$ cat config.mk
export PLATFORM = sky130hd
export DESIGN_NAME = park_arb
export DESIGN_NICKNAME = d
export VERILOG_FILES = /design/src/rtl/park_arb_pkg.sv /design/src/rtl/park_arb_pick.sv /design/src/rtl/park_arb_tenure.sv /design/src/rtl/park_arb.sv
export SDC_FILE = /design/constraint.sdc
export NUM_CORES = 1
export LEC_CHECK = 0
export BUFFER_PORTS_ARGS = -buffer_cell sky130_fd_sc_hd__buf_2
export CAP_MARGIN = 20
export CELL_PAD_IN_SITES_DETAIL_PLACEMENT = 1
export CELL_PAD_IN_SITES_GLOBAL_PLACEMENT = 2
export CORE_ASPECT_RATIO = 1.1
export CORE_MARGIN = 2
export CORE_UTILIZATION = 34
export DETAILED_ROUTE_END_ITERATION = 8
export PLACE_DENSITY_LB_ADDON = 0.1
export SLEW_MARGIN = 20
export SYNTH_ARGS = -nofsm -noshare
export SYNTH_HDL_FRONTEND = slang
export SYNTH_SLANG_ARGS = --single-unit
$ cat constraint.sdc
create_clock -name clk -period 3.95 [get_ports clk]
set_input_delay 0.395 -clock clk [delete_from_list [all_inputs] [get_ports clk]]
set_output_delay 0.395 -clock clk [all_outputs]
set_load 0.01 [all_outputs]
$ cat src/rtl/park_arb_pkg.sv
package park_arb_pkg;

    // Ownership state of the grant holder
    typedef enum logic [1:0] {
        OWN_NONE   = 2'd0,  // no grant asserted (after reset only)
        OWN_BUSY   = 2'd1,  // owner is using the bus
        OWN_PARKED = 2'd2   // owner released, grant left in place
    } own_st_e;

    // Per-cycle decision bundle
    typedef struct packed {
        logic pend;    // some non-owner is requesting
        logic rel;     // busy owner pulsed its release
        logic take;    // grant moves to the picked winner
        logic resume;  // parked owner starts another transfer
    } arb_dec_t;

    function automatic logic one_hot_ok(input logic [31:0] v);
        return $countones(v) <= 1;
    endfunction

endpackage

$ cat src/rtl/park_arb_pick.sv
module park_arb_pick #(
    parameter int N = 4,
    localparam int IW = (N > 1) ? $clog2(N) : 1
) (
    input  logic [N-1:0]  cand,
    input  logic [IW-1:0] base,
    output logic [IW-1:0] win,
    output logic          any
);
    // Circular search starting one past the base index, base itself last
    always_comb begin
        win = base;
        any = 1'b0;
        for (int k = 1; k <= N; k++) begin
            int idx;
            idx = int'(base) + k;
            if (idx >= N) idx = idx - N;
            if (!any && cand[idx]) begin
                any = 1'b1;
                win = IW'(idx);
            end
        end
    end
endmodule

$ cat src/rtl/park_arb_tenure.sv
module park_arb_tenure #(
    parameter int HOLD_MAX = 8,
    localparam int CW = $clog2(HOLD_MAX + 1)
) (
    input  logic clk,
    input  logic rst,
    input  logic clear,
    input  logic tick,
    output logic expire
);
    logic [CW-1:0] cnt;

    assign expire = tick && (cnt == CW'(HOLD_MAX - 1));

    always_ff @(posedge clk) begin
        if (rst || clear) cnt <= '0;
        else if (tick)    cnt <= cnt + 1'b1;
    end
endmodule

$ cat src/rtl/park_arb.sv
module park_arb #(
    parameter int N        = 4,
    parameter int HOLD_MAX = 8
) (
    input  logic         clk,
    input  logic         rst,
    input  logic [N-1:0] req_i,
    input  logic [N-1:0] done_i,
    output logic [N-1:0] gnt_o
);
    import park_arb_pkg::*;
    localparam int IW = (N > 1) ? $clog2(N) : 1;

    own_st_e       st;
    logic [IW-1:0] owner;
    logic [N-1:0]  own_oh;
    logic [N-1:0]  cand;
    logic [IW-1:0] win;
    logic          any;
    logic          expire;
    logic          busy;
    logic          parked;
    arb_dec_t      dec;

    assign own_oh = N'(1) << owner;
    assign busy   = (st == OWN_BUSY);
    assign parked = (st == OWN_PARKED);
    assign cand   = (st == OWN_NONE) ? req_i : (req_i & ~own_oh);

    park_arb_pick #(.N(N)) u_pick (
        .cand (cand),
        .base (owner),
        .win  (win),
        .any  (any)
    );

    always_comb begin
        dec.pend   = any;
        dec.rel    = busy && done_i[owner];
        dec.resume = parked && req_i[owner];
        dec.take   = ((st == OWN_NONE) && any)
                   || (dec.rel && any)
                   || (parked && any && !req_i[owner])
                   || expire;
    end

    park_arb_tenure #(.HOLD_MAX(HOLD_MAX)) u_tenure (
        .clk    (clk),
        .rst    (rst),
        .clear  (dec.take || !dec.pend || !busy),
        .tick   (busy && dec.pend && !dec.rel),
        .expire (expire)
    );

    always_ff @(posedge clk) begin
        if (rst) begin
            st    <= OWN_NONE;
            owner <= '0;
        end else if (dec.take) begin
            st    <= OWN_BUSY;
            owner <= win;
        end else if (dec.rel) begin
            st    <= OWN_PARKED;
        end else if (dec.resume) begin
            st    <= OWN_BUSY;
        end
    end

    assign gnt_o = (st == OWN_NONE) ? '0 : own_oh;
endmodule

==> results_dict.tcl <==
set metrics [dict create \
    endpoint_kind "register" \
    dp_hpwl_um 1830 \
    grt_max_degree 13 \
    dieArea_um2 2750 \
    nNetsFinal 124 \
    grt_util_met2 0.351 \
    finalClockSkew_ns 0.00369 \
    clkTransAtPathRegs_ns 0.06 \
    power_uw 486 \
    wire_per_inst_um 16.3 \
    ant_nets 0 \
    clockRootBuffer "clkbuf_4" \
    whs_path_depth 2 \
    worst-r2r-setup-slack_ns 1.42 \
    critical_path.max_fanout 10 \
    worstSetupPathType "reg2reg" \
    gp_congestion 0.814 \
    grt_overflow_total 0 \
    yosys_warnings 0 \
    finalWirelength_um 2240 \
    cts.repair.resized 0 \
    synth_area_um2 798 \
    cap_violations 0 \
    timing.rr.end "owner[0]" \
    vias 785 \
    clkSinkCount 8 \
    status "finished, final reports clean" \
    reg2regPathDepth 7 \
    post_drt_via_cell_ratio 5.73 \
    met1_usage 0.186 \
    grt_pass1_vias 782 \
    fin_tns_setup_ns 0 \
    maxSlewHeadroom 0.663 \
    min_period_over_period 0.640 \
    synth-seq-cells 8 \
    required_ns 4.09 \
    yosysSeqAreaShare 0.201 \
    hp-start "rst" \
    final-setup-viol-count 0 \
    core_um2 2230 \
    finalNonFillerCells 137 \
    cts_tree "done" \
    fin_area_um2 896 \
    vdd_ir_drop_max_mv 0.265 \
    row_count 18 \
    drc 0 \
    antenna-diode-count 0 \
    post_cts_buffers 0 \
    rr_startpoint "owner[0]" \
    maxSlewViolCount 0 \
    hold_viol 0 \
    drt_first_pass_iters 4 \
    rsz0062_at_grt "no" \
    die_y_um 54.8 \
    leakage_nw 0.392 \
    die_w_um 50.2 \
    initial_core_util 0.358 \
    cts.htree.levels 1 \
    grt_pass1_wl_um 3530 \
    cp-start-kind "register" \
    busiest_layer "met2" \
    synth_cells 94 \
    critPathArrivalTime_ns 2.67 \
    placement.io_buffers 13 \
    fin_crit_ns 2.53 \
    layout_common_cells "buf_2 (13), inv_1 (11), dfxtp_1 (8)" \
    drive_gt1_frac 0.243 \
    place_area_um2 873 \
    max_slew.worst_pin.slew_ns 0.503 \
    antenna_found_initial 0 \
    cts_buffers 3 \
    io-pin-count 14 \
    hp-class "in2reg" \
    grtUsageMet3 0.0273 \
    clock_path_buffers 2 \
    dp_cells 134 \
    synth.avg_cell_area_um2 8.49 \
    postCtsHoldBufs 0 \
    first_iter_violations 7 \
    power_density_nw_per_um2 543 \
    synth.distinct_cells 40 \
    area_growth_pct 12.2 \
    syn-num-nets 109 \
    clk-insertion-delay-late_ns 0.26 \
    hold_end "st[1]" \
    layout_commonest_cell "buf_2" \
    grtUsageTotal 0.179 \
    fmax_mhz 395 \
]
## flip-flops by register name, indices dropped and copies added (netlist names)
register / cells
st: 2
owner: 2
u_tenure.cnt: 4
## cell type report
| cell class | count | area (µm²) |
|---|---|---|
| fillers | 290 | 1330 |
| well taps | 30 | 37.5 |
| multi-input cells | 72 | 569 |
| flip-flops and latches | 8 | 160 |
| inverters | 11 | 41.3 |
| repair buffers | 13 | 65.1 |
| clock buffers | 3 | 22.5 |
## worst max-delay path: stages (launching register included)
cell	delay, ns
dfxtp_1	0.57
inv_1	0.25
ha_1	0.28
o21ai_1	0.29
a22oi_1	0.22
a311oi_2	0.35
o2111ai_1	0.17
mux2_2	0.29
## power by group
group / leakage [nW] / internal, mW / switching [mW] / total (mW)
Sequential: 0.0655 / 0.0934 / 0.0343 / 0.128
Clock: 0.0138 / 0.0349 / 0.0298 / 0.0647
Combinational: 0.313 / 0.130 / 0.164 / 0.294
Total: 0.392 / 0.258 / 0.228 / 0.486
## Yosys cell counts
| cell | number | area [µm²] |
|---|---|---|
| o21ai_1 | 2 | 10.0 |
| o22ai_1 | 2 | 12.5 |
| a21oi_1 | 3 | 15.0 |
| buf_2 | 1 | 5.00 |
| a41oi_1 | 1 | 8.76 |
| and3_1 | 4 | 25.0 |
| o2111ai_1 | 3 | 26.3 |
| ha_1 | 5 | 62.6 |
| dfxtp_1 | 8 | 160 |
| nand3b_1 | 2 | 15.0 |
| buf_6 | 2 | 22.5 |
| nor4_1 | 1 | 6.26 |
| a2111o_1 | 2 | 22.5 |
| or2_2 | 1 | 6.26 |
| o21ai_0 | 2 | 10.0 |
| xor2_1 | 2 | 17.5 |
| o21ai_2 | 1 | 8.76 |
| nand3_2 | 1 | 10.0 |
| xnor2_1 | 1 | 8.76 |
| nand4_1 | 1 | 6.26 |
| a311oi_2 | 1 | 15.0 |
| nor2b_1 | 4 | 25.0 |
| or3_4 | 1 | 11.3 |
| nor4b_1 | 1 | 8.76 |
| mux4_2 | 2 | 45.0 |
| nand2_1 | 3 | 11.3 |
| o41ai_1 | 2 | 17.5 |
| nand3_1 | 4 | 20.0 |
| nor3_1 | 3 | 15.0 |
| inv_1 | 11 | 41.3 |
| a221oi_1 | 3 | 26.3 |
| mux2_2 | 1 | 11.3 |
| nor2_4 | 1 | 11.3 |
| nor3b_1 | 1 | 7.51 |
| nor2_1 | 5 | 18.8 |
| a22oi_1 | 1 | 7.51 |
| o31ai_1 | 1 | 7.51 |
| or4_1 | 2 | 15.0 |
| and3b_1 | 1 | 8.76 |
| o221ai_2 | 1 | 15.0 |
## through the flow
| stage | hold WS [ns] | utilization | setup WS (ns) |
|---|---|---|---|
| after global placement | 0.492 | 0.392 | 1.41 |
| after detailed placement | 0.536 | 0.392 | 1.43 |
| after global routing | 0.421 | 0.402 | 1.26 |
| final | 0.414 | 0.402 | 1.42 |
| after CTS | 0.412 | 0.402 | 1.43 |
| after floorplan | 0.467 | - | 1.97 |
## how the worst max path moves through the flow
stage               depth (start not counted)       end      from  slack (ns)
global route                                7  owner[0]  owner[0]        1.26
detailed placement                          7  owner[0]  owner[0]        1.43
global placement                            7  owner[0]  owner[0]        1.41
finish                                      7  owner[0]  owner[0]        1.42
CTS                                         7  owner[0]  owner[0]        1.43
floorplan                                   8  owner[0]  owner[1]        1.97
## logic make-up after synthesis
kind of cell / after synthesis / share of synthesized area
simple gates: 36 / 0.277
mux: 3 / 0.0705
flops: 8 / 0.201
fa+ha+maj: 5 / 0.0784
buf+inv: 14 / 0.0862
compound gates: 25 / 0.254
xor+xnor: 3 / 0.0329
## metal layers
metal / share of wire / vias to the layer above
li1: - / 394
met5: 0 / -
met3: 0.019 / 5
met4: 0.014 / 0
met2: 0.53 / 12
met1: 0.43 / 374
No activity file was read; power rests on OpenSTA's default activity.
